`src/rtl/macflt_pkg.sv`:
```
// Package: shared constants and the configuration record of the
// single-address match filter. Assumes 8-bit receive lanes and a
// 48-bit address split over two 32-bit register words.
package macflt_pkg;

    localparam int BYTE_W     = 8;
    localparam int ADDR_BYTES = 6;
    localparam int ADDR_W     = ADDR_BYTES * BYTE_W;
    localparam int WORD_W     = 32;
    localparam int HI_W       = ADDR_W - WORD_W;
    localparam int SRC_BIT    = 16;
    localparam int MASK_LSB   = 24;
    localparam int POS_W      = $clog2(ADDR_BYTES);
    localparam int CNT_MAX    = 2 * ADDR_BYTES;
    localparam int CNT_W      = $clog2(CNT_MAX + 1);

    typedef struct packed {
        logic                  active;
        logic                  src_sel;
        logic [ADDR_BYTES-1:0] byte_mask;
        logic [ADDR_W-1:0]     addr;
    } filt_cfg_t;

endpackage

```
`src/rtl/macflt_regs.sv`:
```
// Module: register pair of the match filter. Low word holds address
// bits 31:0 and disarms on write; high word holds the upper address
// bits, field select and byte mask and arms on write. Unused high-word
// bits are not stored and read as zero. Read path is combinational.
module macflt_regs
    import macflt_pkg::*;
(
    input  logic              clk,
    input  logic              rst_n,
    input  logic              wr_en,
    input  logic              wr_top,
    input  logic [WORD_W-1:0] wr_data,
    input  logic              rd_top,
    output logic [WORD_W-1:0] rd_data,
    output filt_cfg_t         cfg
);

    logic [ADDR_W-1:0]     addr_q;
    logic [ADDR_BYTES-1:0] mask_q;
    logic                  src_q;
    logic                  act_q;

    // Store written fields and sequence the arm/disarm flag.
    always_ff @(posedge clk) begin
        if (!rst_n) begin
            addr_q <= '0;
            mask_q <= '0;
            src_q  <= 1'b0;
            act_q  <= 1'b0;
        end else if (wr_en) begin
            if (wr_top) begin
                addr_q[ADDR_W-1:WORD_W] <= wr_data[HI_W-1:0];
                src_q                   <= wr_data[SRC_BIT];
                mask_q                  <= wr_data[MASK_LSB +: ADDR_BYTES];
                act_q                   <= 1'b1;
            end else begin
                addr_q[WORD_W-1:0] <= wr_data;
                act_q              <= 1'b0;
            end
        end
    end

    // Assemble the selected word for read-back; reserved bits stay zero.
    always_comb begin
        rd_data = '0;
        if (rd_top) begin
            rd_data[HI_W-1:0]                = addr_q[ADDR_W-1:WORD_W];
            rd_data[SRC_BIT]                 = src_q;
            rd_data[MASK_LSB +: ADDR_BYTES]  = mask_q;
        end else begin
            rd_data = addr_q[WORD_W-1:0];
        end
    end

    // Present the live configuration to the frame logic.
    always_comb begin
        cfg.active    = act_q;
        cfg.src_sel   = src_q;
        cfg.byte_mask = mask_q;
        cfg.addr      = addr_q;
    end

endmodule

```
`src/rtl/macflt_byte_cmp.sv`:
```
// Module: per-lane byte comparator. Each address byte has its own
// equality lane, forced true when masked; the lane for the current
// field position is selected. Assumes pos < ADDR_BYTES when used.
module macflt_byte_cmp
    import macflt_pkg::*;
(
    input  logic [ADDR_W-1:0]     addr,
    input  logic [ADDR_BYTES-1:0] byte_mask,
    input  logic [BYTE_W-1:0]     rx_data,
    input  logic [POS_W-1:0]      pos,
    output logic                  byte_ok
);

    logic [ADDR_BYTES-1:0] lane_ok;

    for (genvar g = 0; g < ADDR_BYTES; g++) begin : g_lane
        // One equality lane per address byte, overridden by its mask bit.
        assign lane_ok[g] = byte_mask[g] | (rx_data == addr[g*BYTE_W +: BYTE_W]);
    end

    // Pick the lane for the byte currently on the bus.
    always_comb begin
        byte_ok = 1'b0;
        for (int i = 0; i < ADDR_BYTES; i++) begin
            if (pos == POS_W'(i)) byte_ok = lane_ok[i];
        end
    end

endmodule

```
`src/rtl/macflt_frame_track.sv`:
```
// Module: frame tracker. Counts accepted bytes from start-of-frame,
// snapshots the configuration at start-of-frame, locates the selected
// address field, accumulates mismatches and issues the match pulse.
// Assumes one byte per cycle at most; bytes outside a frame are dropped.
module macflt_frame_track
    import macflt_pkg::*;
(
    input  logic             clk,
    input  logic             rst_n,
    input  logic             rx_valid,
    input  logic             rx_sof,
    input  logic             rx_eof,
    input  filt_cfg_t        live_cfg,
    input  logic             byte_ok,
    output filt_cfg_t        eff_cfg,
    output logic [POS_W-1:0] pos,
    output logic             match_o
);

    filt_cfg_t        frame_cfg;
    logic             in_frame;
    logic [CNT_W-1:0] cnt;
    logic             miss;

    logic [CNT_W-1:0] idx;
    logic [CNT_W-1:0] base;
    logic             accepting;
    logic             in_field;
    logic             last_field;
    logic             miss_eff;

    // Decode the position of the current byte against the active field.
    always_comb begin
        eff_cfg    = rx_sof ? live_cfg : frame_cfg;
        idx        = rx_sof ? '0 : cnt;
        miss_eff   = rx_sof ? 1'b0 : miss;
        accepting  = rx_valid && (rx_sof || in_frame);
        base       = eff_cfg.src_sel ? CNT_W'(ADDR_BYTES) : '0;
        in_field   = accepting && (idx >= base) && (idx < base + CNT_W'(ADDR_BYTES));
        pos        = POS_W'(idx - base);
        last_field = in_field && (pos == POS_W'(ADDR_BYTES - 1));
    end

    // Advance frame state and register the match verdict.
    always_ff @(posedge clk) begin
        if (!rst_n) begin
            frame_cfg <= '0;
            in_frame  <= 1'b0;
            cnt       <= '0;
            miss      <= 1'b0;
            match_o   <= 1'b0;
        end else begin
            match_o <= last_field && eff_cfg.active && !miss_eff && byte_ok;
            if (accepting) begin
                frame_cfg <= eff_cfg;
                cnt       <= (idx == CNT_W'(CNT_MAX)) ? idx : idx + 1'b1;
                miss      <= miss_eff | (in_field & ~byte_ok);
                in_frame  <= ~rx_eof;
            end
        end
    end

endmodule

```
`src/rtl/mac_addr_filter.sv`:
```
// Module: top of the single-address match filter. Joins the register
// pair, the frame tracker and the byte comparator. Assumes a single
// clock domain for register access and receive stream.
module mac_addr_filter
    import macflt_pkg::*;
(
    input  logic        clk,
    input  logic        rst_n,
    input  logic        reg_wr_en,
    input  logic        reg_wr_top,
    input  logic [31:0] reg_wr_data,
    input  logic        reg_rd_top,
    output logic [31:0] reg_rd_data,
    input  logic        rx_valid,
    input  logic        rx_sof,
    input  logic        rx_eof,
    input  logic [7:0]  rx_data,
    output logic        match_o
);

    filt_cfg_t        live_cfg;
    filt_cfg_t        eff_cfg;
    logic [POS_W-1:0] pos;
    logic             byte_ok;
    logic             live_active;

    assign live_active = live_cfg.active;

    macflt_regs u_regs (
        .clk     (clk),
        .rst_n   (rst_n),
        .wr_en   (reg_wr_en),
        .wr_top  (reg_wr_top),
        .wr_data (reg_wr_data),
        .rd_top  (reg_rd_top),
        .rd_data (reg_rd_data),
        .cfg     (live_cfg)
    );

    macflt_frame_track u_track (
        .clk      (clk),
        .rst_n    (rst_n),
        .rx_valid (rx_valid),
        .rx_sof   (rx_sof),
        .rx_eof   (rx_eof),
        .live_cfg (live_cfg),
        .byte_ok  (byte_ok),
        .eff_cfg  (eff_cfg),
        .pos      (pos),
        .match_o  (match_o)
    );

    macflt_byte_cmp u_cmp (
        .addr      (eff_cfg.addr),
        .byte_mask (eff_cfg.byte_mask),
        .rx_data   (rx_data),
        .pos       (pos),
        .byte_ok   (byte_ok)
    );

endmodule

```
`config.mk`:
```
export PLATFORM = sky130hd
export DESIGN_NAME = mac_addr_filter
export DESIGN_NICKNAME = d
export VERILOG_FILES = /design/src/rtl/macflt_pkg.sv /design/src/rtl/macflt_regs.sv /design/src/rtl/macflt_byte_cmp.sv /design/src/rtl/macflt_frame_track.sv /design/src/rtl/mac_addr_filter.sv
export SDC_FILE = /design/constraint.sdc
export NUM_CORES = 1
export LEC_CHECK = 0
export ABC_AREA = 1
export BUFFER_PORTS_ARGS = -buffer_cell sky130_fd_sc_hd__buf_2
export CAP_MARGIN = 20
export CORE_ASPECT_RATIO = 1.1
export CORE_UTILIZATION = 62
export CTS_CLUSTER_SIZE = 30
export DETAILED_ROUTE_END_ITERATION = 10
export MAX_ROUTING_LAYER = met4
export PLACE_DENSITY_LB_ADDON = 0.25
export SLEW_MARGIN = 20
export SYNTH_ARGS = -nofsm -noshare
export SYNTH_HDL_FRONTEND = slang
export SYNTH_SLANG_ARGS = --single-unit
```
`constraint.sdc`:
```
create_clock -name clk -period 8 [get_ports clk]
set_clock_uncertainty 0.05 [all_clocks]
set_input_delay 1.6 -clock clk [delete_from_list [all_inputs] [get_ports clk]]
set_output_delay 1.6 -clock clk [all_outputs]
set_load 0.005 [all_outputs]
```
==> summary.md, run 1 <==
| Metric | Value |
|---|---|
| Status | completed |
| Global-route wire length before repair | 26400 um |
| Layout cells sized above 1 | 0.122 |
| TritonCTS buffer count | 17 |
| Synth Register Bits | 119 |
| Max cap viols | 0 |
| Slowest-stage cell, CP | buf_2 |
| CP Class | input pin to output pin |
| Crit-path max FO | 55 |
| Worst path max stage delay | 0.60 ns |
| Yosys warning count | 0 |
| Multi-input gate area | 3110 um2 |
| Die Footprint | 10200 um2 |
| Worst path cell trace | buf_2, o21ai_0, buf_2 |
| Core ar. | 9440 um2 |
| H-tree levels | 4 |
| DPL Wire Length | 10800 um |
| Largest net degree at the start of global routing | 108 |
| Most used cell, CP | buf_2 |
| R2R Path Start | u_regs.src_q$_SDFFE_PN0P_ |
| Initial Utilization | 0.642 |
| Final slew viol count | 0 |
| Ant diodes | 0 |
| Setup TNS | 0 ns |
| Vias | 6296 |
| LEAKAGE | 3.27 nW |
| Number of port buffers | 80 |
| Area growth syn-to-layout | 15.2% |
| Worst reg2reg path depth | 10 |
| Terminus of the critical flop-to-flop path | u_track.miss$_SDFFE_PN0P_ |
| Mux contribution to synthesized area | 0.00330 |
| DR iter-0 viols | 797 |
| Num rows | 37 |
| Mapped Cells | 929 |
| Post-synthesis sequential area ratio | 0.393 |
| Vias in the first global route | 5469 |
| Die H | 106 um |
| Final Total Pwr | 0.00168 W |
| Final period utilization | 0.531 |
| Synth Area in Compound Gates | 0.204 |
| CTS Sinks | 119 |
| Clock Tree Buf Depth | 2 |
| Beginning of the critical path | reg_rd_top |
| Worst-Skew Late Latency | 0.53 ns |
| Top delay family on crit path | buffers and inverters |
| Largest family of logic cells by synthesized area | simple AND/OR/NAND/NOR gates |
| Cell Pwr Density | 240 nW/um2 |
| Minimum clock period | 4.24 ns |
| Post-Synth Simple-Gate Area | 0.277 |
| Slew headroom | 0.395 |
| Worst hold-check path type | flip-flop to flip-flop |
| Filler cells | 784 |
| Worst-Margin Slew | 0.907 ns |
| Min Hold Slack | 0.402 ns |
| CP Depth | 3 |
| Syn avg cell area | 6.53 um2 |
| Mapped Nets | 983 |
| Setup crit end kind | output pin |
| F_max | 0.236 GHz |
| Number of buffers and inverters on the critical path | 2 |
| RSZ-0062 raised after global routing | false |
| CP Launch Type | input pin |
| Setup bufs post-CTS | 0 |
| Arr. time, crit path | 2.59 ns |
| Register Area | 2380 um2 |
| Post-Synthesis Cell Area | 6060 um2 |
| Post-Synth Adder-Cell Area | 0.0124 |
| Io pins | 81 |
| Fin nets | 1032 |
| Gr ovfl total | 0 |
| CP endpoint | reg_rd_data[8] |
| Vias per cell | 5.68 |
| RePlAce Congestion | 0.921 |
| Final ANT Viol Nets | 0 |
| Drt pass-1 iters | 6 |
| Worst EP required | 6.35 ns |
| Final setup viols | 0 |
| Count of cell types in the netlist | 29 |
| Root buffer cell | clkbuf_8 |
| DRT Wirelength | 16500 um |
| DR WL/cell | 14.9 um |
| Post-Synth XOR/XNOR Area | 0.0173 |
| Hold_buf cts | 0 |
| Drt drc | 0 |
| CTS resizes | 0 |
| Commonest non-fill, non-tap cell in the layout | nand2_1 |
| Antenna violations before repair | 0 |
| Commonest non-fill, non-tap cells in the layout | 244 x nand2_1, 132 x o21ai_0, 119 x dfxtp_1, 115 x nor2_1, 80 x buf_2 |
| GRT Overall Usage | 0.349 |
| TritonCTS clock tree | yes |
| Clk pin slew, worst setup/hold paths | 0.06 ns |
| Hold violation count in the final report | 0 |
| Die W | 96.3 um |
| R2r setup slk | 5.63 ns |
| Worst IR drop on VDD | 0.152 mV |
[cell usage after synthesis]
cell type / number / area (um2)
nand2_1: 244 / 916
o21ai_0: 132 / 661
dfxtp_1: 119 / 2380
nor2_1: 115 / 432
inv_1: 76 / 285
a21oi_1: 59 / 295
nand3_1: 48 / 240
clkbuf_1: 39 / 146
a31oi_1: 21 / 131
a211oi_1: 12 / 90.1
xor2_1: 12 / 105
o21ai_1: 7 / 35.0
buf_2: 6 / 30.0
buf_4: 6 / 45.0
ha_1: 6 / 75.1
buf_6: 4 / 45.0
nand4_1: 4 / 25.0
nor3_1: 4 / 20.0
mux2i_1: 2 / 20.0
nor4_1: 2 / 12.5
o211ai_1: 2 / 15.0
or2_1: 2 / 12.5
buf_1: 1 / 3.75
inv_2: 1 / 3.75
inv_4: 1 / 6.26
nor2_2: 1 / 6.26
nor3b_1: 1 / 7.51
o21ai_2: 1 / 8.76
or2_2: 1 / 6.26
[cell type report]
class | count | area share
clock buffer | 20 | 0.0609
clock inverter | 12 | 0.0253
inverter | 78 | 0.0423
multi-input combinational | 676 | 0.446
sequential | 119 | 0.341
tap | 117 | 0.0210
timing repair buffer | 86 | 0.0638
[stage by stage]
stage / std cells / setup slack, ns / instance area, um2 / util
CTS: 1108 / 3.75 / 6990 / 0.740
global placement: 1076 / 3.69 / 6380 / 0.676
global route: 1108 / 3.57 / 6990 / 0.740
finish: 1108 / 3.76 / 6990 / 0.740
floorplan: 929 / 4.05 / 6060 / -
detailed placement: 1076 / 3.67 / 6380 / 0.676
[worst min path at each step]
stage                                                  start                            endpoint  slack, ns  depth (start not counted)
final                     u_track.frame_cfg[55]$_SDFFE_PN0P_  u_track.frame_cfg[55]$_SDFFE_PN0P_       0.40                          2
after floorplan           u_track.frame_cfg[55]$_SDFFE_PN0P_  u_track.frame_cfg[55]$_SDFFE_PN0P_       0.37                          2
after detailed placement  u_track.frame_cfg[55]$_SDFFE_PN0P_  u_track.frame_cfg[55]$_SDFFE_PN0P_       0.39                          2
after global placement    u_track.frame_cfg[55]$_SDFFE_PN0P_  u_track.frame_cfg[55]$_SDFFE_PN0P_       0.39                          2
after CTS                 u_track.frame_cfg[55]$_SDFFE_PN0P_  u_track.frame_cfg[55]$_SDFFE_PN0P_       0.40                          2
after global routing      u_track.frame_cfg[55]$_SDFFE_PN0P_  u_track.frame_cfg[55]$_SDFFE_PN0P_       0.44                          2
[state kept, by name, indices dropped and copies added (netlist names)]
name	count
u_regs.addr_q	48
u_regs.act_q	1
u_track.cnt	4
u_regs.mask_q	6
u_track.match_o	1
u_track.in_frame	1
u_regs.src_q	1
u_track.miss	1
u_track.frame_cfg	56
[logic make-up (layout without fill, tap and decap cells)]
family / count (synthesis) / in the layout
XOR/XNOR: 12 / 12
flip-flops: 119 / 119
adder cells (fa/ha/maj): 6 / 6
AO/OA/AOI/OAI: 234 / 234
AND/OR/NAND/NOR: 422 / 422
buffers and inverters: 134 / 196
multiplexers: 2 / 2
[per-layer routing]
layer | track usage | wire, um
met2 | 0.482 | 7080
met5 | - | 0
met3 | 0.0707 | 1610
met4 | 0.168 | 502
met1 | 0.483 | 7300
[power breakdown]
group,internal [W],switching (W)
Sequential,0.000637,0.0000288
Combinational,0.0000804,0.000151
Clock,0.000506,0.000275
[worst reg2reg max path, cell delays in order (launching register included)]
cell	delay (ns)
dfxtp_1	0.39
or2_2	0.32
o21ai_0	0.22
ha_1	0.36
nor2_1	0.12
inv_1	0.07
nor2_1	0.09
nor4_1	0.05
nor4_1	0.34
nand4_1	0.14
a21oi_1	0.16
(Power assumes the default switching activity.)
==> inputs of run 2 (changes only) <==
--- a/config.mk
+++ b/config.mk
@@ -9,7 +9,7 @@
 export BUFFER_PORTS_ARGS = -buffer_cell sky130_fd_sc_hd__buf_2
 export CAP_MARGIN = 20
 export CORE_ASPECT_RATIO = 1.1
-export CORE_UTILIZATION = 62
+export CORE_UTILIZATION = 58
 export CTS_CLUSTER_SIZE = 30
 export DETAILED_ROUTE_END_ITERATION = 10
 export MAX_ROUTING_LAYER = met4
==> constraint.sdc (replaced) <==
create_clock -name clk -period 4 [get_ports clk]
set_clock_uncertainty 0.05 [all_clocks]
set_input_delay 0.8 -clock clk [delete_from_list [all_inputs] [get_ports clk]]
set_output_delay 0.8 -clock clk [all_outputs]
set_load 0.005 [all_outputs]
==> run 2 against run 1 <==
Effect of this change:
- flip-flop and latch count stayed put
- non-clock buffer count is 2 higher
- clock power is 110% higher
- critical endpoint is now reg_rd_data[29]
- register-to-register slack worse by 4.0 ns
- setup slack got worse by 2.5 ns
- via count rose by 0.48%
- highest routed layer unchanged
==> summary.md, run 2 (synthesis results as in run 1) <==
| Metric | Value |
|---|---|
| Met2 wire length | 7030 um |
| Final Cell Area | 7080 um2 |
| TritonCTS clock tree | yes |
| Commonest non-fill, non-tap cells in the layout | 244 x nand2_1, 132 x o21ai_0, 119 x dfxtp_1, 115 x nor2_1, 80 x buf_2 |
| Setup bufs post-CTS | 0 |
| P_int | 0.00247 W |
| DR iter-0 viols | 575 |
| Vias per cell | 5.58 |
| CTS resizes | 0 |
| Switching share of total power | 0.275 |
| DR WL/cell | 14.5 um |
| LEAKAGE | 3.31 nW |
| Setup TNS | 0 ns |
| Worst IR drop on VDD | 0.312 mV |
| Hold_buf cts | 0 |
| TritonCTS buffer count | 17 |
| Combinational share of power | 0.138 |
| Cell Pwr Density | 481 nW/um2 |
| Routed wl met3 | 1280 um |
| Gr ovfl total | 0 |
| Most used cell, CP | buf_2 |
| Minimum clock period | 2.78 ns |
| Clk pin slew, worst setup/hold paths | 0.06 ns |
| Worst-Skew Late Latency | 0.53 ns |
| Core ar. | 10000 um2 |
| Arr. time, crit path | 1.93 ns |
| Largest net degree at the start of global routing | 65 |
| CP Launch Type | input pin |
| Global-route wire length before repair | 26200 um |
| Min Hold Slack | 0.394 ns |
| Io pins | 81 |
| Reg with most FFs | u_track.frame_cfg |
| Commonest non-fill, non-tap cell in the layout | nand2_1 |
| Worst-Margin Slew | 0.859 ns |
| Vias in the first global route | 5399 |
| Crit-path max FO | 55 |
| Fin nets | 1034 |
| Final slew viol count | 0 |
| H-tree levels | 4 |
| Clock Tree Buf Depth | 2 |
| Die W | 99.5 um |
| Worst EP required | 3.15 ns |
| Layout cells sized above 1 | 0.127 |
| Max cap viols | 0 |
| F_max | 0.359 GHz |
| Worst path max stage delay | 0.65 ns |
| RSZ-0062 raised after global routing | false |
| Drt pass-1 iters | 5 |
| Antenna violations before repair | 0 |
| Ant diodes | 0 |
| Max layer used | met4 |
| Largest registers | u_track.frame_cfg (56), u_regs.addr_q (48), u_regs.mask_q (6) |
| Die H | 109 um |
| Num rows | 38 |
| Final period utilization | 0.696 |
| Vias | 6326 |
| Final ANT Viol Nets | 0 |
| Initial Utilization | 0.604 |
| Clock power share | 0.473 |
| Worst hold-check path type | input pin to flip-flop |
| Die Footprint | 10900 um2 |
| M1 WL | 7690 um |
| Slowest-stage cell, CP | buf_2 |
| Net Switching | 0.000935 W |
| Number of port buffers | 80 |
| Final setup viols | 0 |
| DPL Wire Length | 11000 um |
| GRT Overall Usage | 0.322 |
| Root buffer cell | clkbuf_8 |
| CP Class | input pin to output pin |
| RePlAce Congestion | 0.909 |
| Max reg flops | 56 |
| Reg power frac | 0.389 |
| Cells after DPL | 1101 |
| DRT Wirelength | 16500 um |
| DP Area | 6450 um2 |
| Setup crit end kind | output pin |
| Non-filler cells, final | 1133 |
| Slew headroom | 0.427 |
| CTS Sinks | 119 |
| Drt drc | 0 |
| Hold violation count in the final report | 0 |
| Status | completed |
| Area growth syn-to-layout | 16.8% |
| Worst path cell trace | buf_2, o21ai_0, buf_2 |
-- run 2: cell count changes in the layout (fill, tap and decap cells not counted) --
cell / previous run / this run
clkbuf_1: 3 / 0
buf_12: 0 / 2
clkinv_4: 2 / 4
clkbuf_8: 1 / 2
clkinv_2: 3 / 2
inv_6: 1 / 2
-- run 2: area by class of cell --
type	count	area, um2
inverters	78	295
fillers	855	2950
flip-flops and latches	119	2380
clock inverters	14	198
well taps	140	175
repair buffers	88	485
clock buffers	18	428
multi-input cells	676	3110
-- run 2: final timing paths --
path	start	to	slack (ns)	cells after the start
worst min-delay path	rx_eof	u_track.in_frame$_SDFFE_PN0P_	0.39	2
worst min register to register	u_track.cnt[2]$_SDFFE_PN0P_	u_track.cnt[2]$_SDFFE_PN0P_	0.42	2
worst max-delay path	reg_rd_top	reg_rd_data[29]	1.22	3
worst max register to register	u_regs.src_q$_SDFFE_PN0P_	u_track.miss$_SDFFE_PN0P_	1.66	10
-- run 2: per-stage QoR --
stage | total power [W] | setup WS [ns] | util
4_1_cts | 0.00340 | 1.24 | 0.706
3_5_place_dp | 0.00180 | 0.935 | 0.643
5_1_grt | 0.00353 | 1.17 | 0.706
3_3_place_gp | 0.00179 | 1.05 | 0.643
2_1_floorplan | 0.00167 | 1.18 | -
6_report | 0.00341 | 1.22 | 0.706
-- run 2: critical path: cells and delay by family --
family	cells	cell delay, ns
buffers and inverters	2	0.84
AOI/OAI and AO/OA	1	0.28
-- run 2: layer usage --
metal / GRT usage / up-vias
met5: - / -
met4: 0.134 / 0
met3: 0.0551 / 31
met2: 0.459 / 278
met1: 0.448 / 2886
li1: - / 3131
-- run 2: power by group through the flow --
| stage | combinational (W) | sequential, W | clock (W) |
|---|---|---|---|
| floorplan | 0.000339 | 0.00133 | 0 |
| global placement | 0.000450 | 0.00134 | 0 |
| detailed placement | 0.000458 | 0.00135 | 0 |
| CTS | 0.000464 | 0.00132 | 0.00161 |
| global route | 0.000533 | 0.00133 | 0.00167 |
| finish | 0.000471 | 0.00132 | 0.00161 |
